--- config.mk ---
export PLATFORM = sky130hd
export DESIGN_NAME = fb_sample_timer
export DESIGN_NICKNAME = d
export VERILOG_FILES = /design/src/rtl/fbst_pkg.sv /design/src/rtl/fbst_sync.sv /design/src/rtl/fbst_ontime.sv /design/src/rtl/fbst_vodelay.sv /design/src/rtl/fb_sample_timer.sv
export SDC_FILE = /design/constraint.sdc
export NUM_CORES = 1
export LEC_CHECK = 0
export BUFFER_PORTS_ARGS = -buffer_cell sky130_fd_sc_hd__clkbuf_2
export CORE_ASPECT_RATIO = 1.4
export CORE_MARGIN = 2
export CORE_UTILIZATION = 51
export DETAILED_ROUTE_END_ITERATION = 8
export GPL_ROUTABILITY_DRIVEN = 1
export PLACE_DENSITY_LB_ADDON = 0.12
export SLEW_MARGIN = 20
export SYNTH_ARGS = -nofsm -noshare
export SYNTH_HDL_FRONTEND = slang
export SYNTH_SLANG_ARGS = --single-unit
--- constraint.sdc ---
create_clock -name clk_i -period 1.4 [get_ports clk_i]
set_input_delay 0.07 -clock clk_i [delete_from_list [all_inputs] [get_ports clk_i]]
set_output_delay 0.07 -clock clk_i [all_outputs]
set_load 0.02 [all_outputs]
--- src/rtl/fbst_pkg.sv ---
package fbst_pkg;
  localparam int SYNC_STAGES = 2;

  function automatic logic [31:0] sat_inc(input logic [31:0] v, input logic [31:0] lim);
    return (v >= lim) ? lim : v + 32'd1;
  endfunction
endpackage

--- src/rtl/fbst_sync.sv ---
module fbst_sync #(
  parameter int WIDTH = 2
) (
  input  logic             clk_i,
  input  logic             rst_ni,
  input  logic [WIDTH-1:0] d_i,
  output logic [WIDTH-1:0] q_o
);
  import fbst_pkg::*;

  for (genvar b = 0; b < WIDTH; b++) begin : g_bit
    logic [SYNC_STAGES-1:0] ff_q;
    always_ff @(posedge clk_i or negedge rst_ni) begin
      if (!rst_ni) ff_q <= '0;
      else         ff_q <= {ff_q[SYNC_STAGES-2:0], d_i[b]};
    end
    assign q_o[b] = ff_q[SYNC_STAGES-1];
  end
endmodule

--- src/rtl/fbst_ontime.sv ---
module fbst_ontime #(
  parameter int CNT_W = 8
) (
  input  logic             clk_i,
  input  logic             rst_ni,
  input  logic             rise_i,
  input  logic             pwm_s_i,
  input  logic             trip_s_i,
  output logic             on_o,
  output logic             eoc_o,
  output logic [CNT_W-1:0] cnt_o,
  output logic [CNT_W-1:0] ton_o,
  output logic             vin_stb_o
);
  import fbst_pkg::*;

  localparam logic [CNT_W-1:0] CNT_MAX = {CNT_W{1'b1}};

  logic             on_q, vin_q;
  logic [CNT_W-1:0] cnt_q, ton_q, cnt_inc, mid;
  logic             eoc;

  // conduction ends at comparator trip, or at PWM fall if that comes first
  assign eoc     = on_q & (trip_s_i | ~pwm_s_i);
  assign cnt_inc = CNT_W'(sat_inc(32'(cnt_q), 32'(CNT_MAX)));
  assign mid     = ton_q >> 1;

  always_ff @(posedge clk_i or negedge rst_ni) begin
    if (!rst_ni) begin
      on_q  <= 1'b0;
      cnt_q <= '0;
      ton_q <= '0;
      vin_q <= 1'b0;
    end else begin
      vin_q <= on_q & ~eoc & (cnt_q == mid);
      if (rise_i) begin
        on_q  <= 1'b1;
        cnt_q <= '0;
      end else if (eoc) begin
        on_q  <= 1'b0;
        ton_q <= cnt_inc;
      end else if (on_q) begin
        cnt_q <= cnt_inc;
      end
    end
  end

  assign on_o      = on_q;
  assign eoc_o     = eoc;
  assign cnt_o     = cnt_q;
  assign ton_o     = ton_q;
  assign vin_stb_o = vin_q;
endmodule

--- src/rtl/fbst_vodelay.sv ---
module fbst_vodelay #(
  parameter int DLY_W = 8
) (
  input  logic             clk_i,
  input  logic             rst_ni,
  input  logic             eoc_i,
  input  logic             rise_i,
  input  logic [DLY_W-1:0] dly_i,
  output logic             vo_stb_o,
  output logic             miss_o
);
  logic             armed_q, stb_q, miss_q;
  logic [DLY_W-1:0] dcnt_q;

  always_ff @(posedge clk_i or negedge rst_ni) begin
    if (!rst_ni) begin
      armed_q <= 1'b0;
      dcnt_q  <= '0;
      stb_q   <= 1'b0;
      miss_q  <= 1'b0;
    end else begin
      stb_q  <= 1'b0;
      miss_q <= 1'b0;
      if (eoc_i) begin
        armed_q <= 1'b1;
        dcnt_q  <= dly_i;
      end else if (armed_q) begin
        if (rise_i) begin
          armed_q <= 1'b0;
          miss_q  <= 1'b1;
        end else if (dcnt_q == '0) begin
          armed_q <= 1'b0;
          stb_q   <= 1'b1;
        end else begin
          dcnt_q <= dcnt_q - 1'b1;
        end
      end
    end
  end

  assign vo_stb_o = stb_q;
  assign miss_o   = miss_q;
endmodule

--- src/rtl/fb_sample_timer.sv ---
module fb_sample_timer #(
  parameter int CNT_W = 8,
  parameter int DLY_W = 8
) (
  input  logic             clk_i,
  input  logic             rst_ni,
  input  logic             pwm_i,
  input  logic             ipk_trip_i,
  input  logic [DLY_W-1:0] vo_dly_i,
  output logic             vin_strobe_o,
  output logic             vo_strobe_o,
  output logic             vo_miss_o,
  output logic [CNT_W-1:0] ton_o
);
  logic [1:0]       sync_q;
  logic             pwm_s, trip_s, pwm_d, rise;
  logic             on_w, eoc_w;
  logic [CNT_W-1:0] cnt_w;

  fbst_sync #(.WIDTH(2)) u_sync (
    .clk_i (clk_i),
    .rst_ni(rst_ni),
    .d_i   ({ipk_trip_i, pwm_i}),
    .q_o   (sync_q)
  );
  assign pwm_s  = sync_q[0];
  assign trip_s = sync_q[1];

  always_ff @(posedge clk_i or negedge rst_ni) begin
    if (!rst_ni) pwm_d <= 1'b0;
    else         pwm_d <= pwm_s;
  end
  assign rise = pwm_s & ~pwm_d;

  fbst_ontime #(.CNT_W(CNT_W)) u_ontime (
    .clk_i    (clk_i),
    .rst_ni   (rst_ni),
    .rise_i   (rise),
    .pwm_s_i  (pwm_s),
    .trip_s_i (trip_s),
    .on_o     (on_w),
    .eoc_o    (eoc_w),
    .cnt_o    (cnt_w),
    .ton_o    (ton_o),
    .vin_stb_o(vin_strobe_o)
  );

  fbst_vodelay #(.DLY_W(DLY_W)) u_vodelay (
    .clk_i   (clk_i),
    .rst_ni  (rst_ni),
    .eoc_i   (eoc_w),
    .rise_i  (rise),
    .dly_i   (vo_dly_i),
    .vo_stb_o(vo_strobe_o),
    .miss_o  (vo_miss_o)
  );
endmodule

# Yosys cells after proc, flatten, opt, wreduce, memory -nomap -nowiden
# Index checks and enable logic that the tools add are counted.
[word_totals] out_inout_bits=11 in_bits=12 regBits=34
[op_classes] reduce_logical=7 magnitude_cmp=1 n_addsub=2 eq_ne=4 bitwise=9 n_mux=21
[op_table] cell="$mux 8" count=8
[op_table] cell="$mux 1" count=13
[op_table] cell="$add 8x1->8 const B" count=1
[op_table] cell="$eq 8x7->1" count=1
[op_table] cell="$ge 8x8->1 const B" count=1
[op_table] cell="$logic_not 8->1" count=1
[op_table] cell="$sub 8x1->8 const B" count=1
[op_table] cell="$reduce_bool 2->1" count=3
[op_table] cell="$and 1x1->1" count=4
[op_table] cell="$ne 2x1->1 const B" count=2
[op_table] cell="$not 1->1" count=4
[op_table] cell="$reduce_and 2->1" count=2
[op_table] cell="$reduce_and 3->1" count=1
[op_table] cell="$ne 2x2->1 const B" count=1
[op_table] cell="$or 1x1->1" count=1

# Depth between registers and ports, before layout
[logic_depth] depth_word=6 ltp_mapped=6

# Cells and area by module
# A second synthesis with hierarchy kept.
[hier_totals] cells_unflattened=175 area_unflattened_um2=1780.5
[modules_own_cells] module="fbst_ontime" instances=1 area_each_um2=989.7 cells_each=101
[modules_own_cells] module="fbst_vodelay" instances=1 area_each_um2=636.9 cells_each=66
[modules_own_cells] module="fbst_sync" instances=1 area_each_um2=115.1 cells_each=6
[modules_own_cells] module="fb_sample_timer" instances=1 area_each_um2=38.8 cells_each=2

# Least setup slack after synthesis
# No wires, ideal clock.
[synth_timing] path_kind="register to register" startpoint="reg u_vodelay.dcnt_q[0]" endpoint="reg u_vodelay.dcnt_q[0]" path_slack_ns=-0.149 required_time_ns=1.270 path_stages_with_launch=7 setup_time_ns=0.130 n_path_buf=0 t_arrival_ns=1.420 synth_period_minus_slack_ns=1.549 cell_sequence="dfrtp_1 inv_1 ha_1 nor4b_1 a211o_1 xnor2_1 o21ai_1"
[synth_via] elab_chain_len=5
[synth_rtl] element="start: declaration" line_no="fbst_vodelay.sv:13" source="logic [DLY_W-1:0] dcnt_q;"
[synth_rtl] element="start signal: assignment" line_no="fbst_vodelay.sv:26" source="dcnt_q <= dly_i;"
[synth_rtl] element="start signal: assignment" line_no="fbst_vodelay.sv:35" source="dcnt_q <= dcnt_q - 1'b1;"
[synth_rtl] element="$sub 8x1->8" line_no="fbst_vodelay.sv:35"
[synth_rtl] element="$mux 8" line_no="fbst_vodelay.sv:31" source="end else if (dcnt_q == '0) begin"
[synth_rtl] element="$mux 8" line_no="fbst_vodelay.sv:28" source="if (rise_i) begin"
[synth_rtl] element="$mux 8" line_no="fbst_vodelay.sv:27" source="end else if (armed_q) begin"
[synth_rtl] element="$mux 8" line_no="fbst_vodelay.sv:24" source="if (eoc_i) begin"
# Several ways; a longest one is shown, not always the timed one. The select of a mux whose other input is x is not followed.
# A chain may end at the register's enable or synchronous reset.

# Final worst setup path
[layout_timing] startpoint="reg u_vodelay.dcnt_q[4]" endpoint="reg u_vodelay.dcnt_q[5]"
# Same word-level chain as after synthesis.

==> out/results.ini <==
[global_routing]
grt_remaining_overflow=0
grtUsageTotal_pct=24.6
grt_pass1_wl_um=6940
antenna_found_initial=0
first_global_vias=1621
grt_max_degree=35

[route]
initialDrtViolationCount=59
drt-pass1-iter-count=4
post-route-drc-count=0
wl_per_cell_um=15.1
antenna_left=0
vias=1577
viasPerCell=5.57
wl_um=4280

[run]
max_cap_viol_count=0

[synth]
synth-edff-count=0
synth_area_per_cell_um2=9.47
ys_types=42
ys_seq_elements=34
ys_warn_count=0
synthFlopType=dfrtp_1
netlist.top_cell.by_area=dfrtp_1
netlist_area_mm2=0.00174
ys_seq_area_share_pct=48.9
synth_nets=199
synth_top_cell_area_share_pct=48.9
ys_async_sr_fraction_pct=100
yosysMostFrequentCell=dfrtp_1
synthTopCellsByArea=dfrtp_1 49%, nand2_1 5.0%, o21ai_0 4.6%
ys_top_cells_by_count=34 x dfrtp_1, 23 x nand2_1, 16 x o21ai_0
synth_cells=184

[clock_tree]
cts_tree=yes
numCtsBuffers=5
clockBufferDepth=2
clkTransAtPathRegs_ns=0.07
htree_levels=2
cts_num_sinks=34
clk_latency_ns=0.29
root_buffer=clkbuf_8

[cells_and_area]
drive_gt1_share_pct=36.6
synthToLayoutAreaGrowth_pct=34.8
n_antenna_cell=0
register_area_um2=856
nets=257
multiInputGateArea_um2=933
n_fill_cell=258

[sta]
tns_ns=-0.193
final-max-slew-violation-count=0
fmax_ghz=0.672
fin_crit_sh_pct=106
fin_skew_ns=0.00596
holdWs_ns=0.0251
fin_crit_ns=1.49
finalSetupViolations=4
finalHoldViolCount=0
relSlewSlack_pct=69.0
worstMarginPinSlew_ns=0.465
rsz0062_at_grt=yes
fin_ws_ns=-0.0887

[critical_path]
reg2reg_from=u_vodelay.dcnt_q[4]
worstPathMaxFanout=3
end_kind=register
r2r-end=u_vodelay.dcnt_q[5]
critPathMaxStageDelay_ns=0.46
r2r_cells=4
worst_ep_required_time_ns=1.61
worstSetupPathType=reg -> reg
critPathLaunchType=register
path_cells=nor4b_4 > nand3_2 > a311o_1 > a31oi_2
rrSetupSlack_ns=-0.09
critPathBufInv=0
slowest_stage=dfrtp_1
arrival_ns=1.70
path_delay_family=compound AO/OA/AOI/OAI gates
crit_start=u_vodelay.dcnt_q[4]
endpoint=u_vodelay.dcnt_q[5]
cp.depth=4

[die]
die_area_mm2=0.00391
rows=25
die_w_um=53.4
start_util_pct=52.5
die_h_um=73.1
core_area_mm2=0.00332
io_pins=23

[placed_design]
dp_hpwl_um=3050
place.gp.congestion=0.938
port_buffers=22
place_ws_ns=-0.157

[status]
status=finished, violations left
violations=setup timing

[power]
ir_drop_uv=877
power.density_mw_per_mm2=1220
power_leakage_nw=1.08

[min_path]
min_path_type=in -> reg

where the power goes:
group          leakage [nW]  internal (mW)  switching (mW)  total [mW]
Combinational         0.606          0.451           0.417       0.869
Sequential            0.428           1.09           0.149        1.24
Clock                0.0482          0.397           0.358       0.754
Total                  1.08           1.94           0.924        2.87
cells by family (layout without fill, tap and decap cells):
group           count (synthesis)  after routing  synth area share [%]
compound gates                 44             44                  15.4
xor+xnor                        8              8                  4.02
fa+ha+maj                       3              3                  2.16
buf+inv                        14             73                  3.30
flops                          34             34                  48.9
mux                             3              3                  1.80
simple gates                   78             78                  24.5
per-layer routing:
layer | part of all wire (%) | global-route usage [%] | vias to the layer above
met3 | 2.7 | 5.53 | 12
met2 | 57 | 44.2 | 31
li1 | - | - | 770
met4 | 3.0 | 12.3 | 0
met1 | 38 | 25.9 | 764
met5 | 0 | 0 | -
cell usage in the layout (no fill, tap or decap), drive strengths merged, types with 3 or more instances in the layout:
cell type	count
o21ai	19
dlygate4sd3	6
buf	28
ha	3
nand3	9
nand2b	3
dfrtp	34
nor2	14
nor4b	3
a31oi	4
xnor2	8
nand4	4
nand2	24
a21oi	11
inv	9
nor3	9
clkbuf	29
worst register-to-register path, stage by stage, from the launching register on:
cell	delay (ns)
dfrtp_1	0.46
nor4b_4	0.34
nand3_2	0.11
a311o_1	0.34
a31oi_2	0.15
registers in the layout (all words and copies together), names as in the netlist:
register / count
pwm_d: 1
u_ontime.cnt_o: 8
u_ontime.on_o: 1
u_ontime.ton_o: 8
u_ontime.vin_stb_o: 1
u_sync.g_bit.ff_q: 4
u_vodelay.armed_q: 1
u_vodelay.dcnt_q: 8
u_vodelay.miss_o: 1
u_vodelay.vo_stb_o: 1
worst min path at each step:
stage | start | endpoint | slack [ns] | depth (start not counted)
after floorplan | rst_ni | pwm_d | -0.23 | 0
after global placement | rst_ni | u_ontime.ton_o[6] | 0.12 | 2
after detailed placement | rst_ni | u_ontime.ton_o[6] | 0.14 | 2
after CTS | vo_dly_i[2] | u_vodelay.dcnt_q[2] | 0.02 | 3
after global routing | vo_dly_i[2] | u_vodelay.dcnt_q[2] | 0.04 | 3
final | vo_dly_i[4] | u_vodelay.dcnt_q[4] | 0.03 | 3
per-stage QoR:
| stage | util [%] | power [mW] | instance area, µm² | std cells |
|---|---|---|---|---|
| after floorplan | - | 1.58 | 1750 | 184 |
| after CTS | 68.8 | 2.80 | 2280 | 281 |
| final | 70.8 | 2.87 | 2350 | 283 |
| after global placement | 62.2 | 1.87 | 2060 | 264 |
| after global routing | 70.8 | 3.02 | 2350 | 283 |
| after detailed placement | 62.2 | 1.92 | 2060 | 264 |
cell type report:
class	count	share of cell area, %
clock buffer	7	3.68
timing repair buffer	56	16.4
clock inverter	1	0.213
sequential	34	36.4
tap	40	2.13
multi-input combinational	136	39.7
inverter	9	1.44
what timing repair did:
item,4_1_cts,5_1_grt
setup buffers,3,2
hold buffers,6,0
pin swaps,3,5
hold endpoints to repair,39,0
setup endpoints to repair,10,20
resized for setup,10,16
Note: power is estimated with default switching activity, not from simulation.
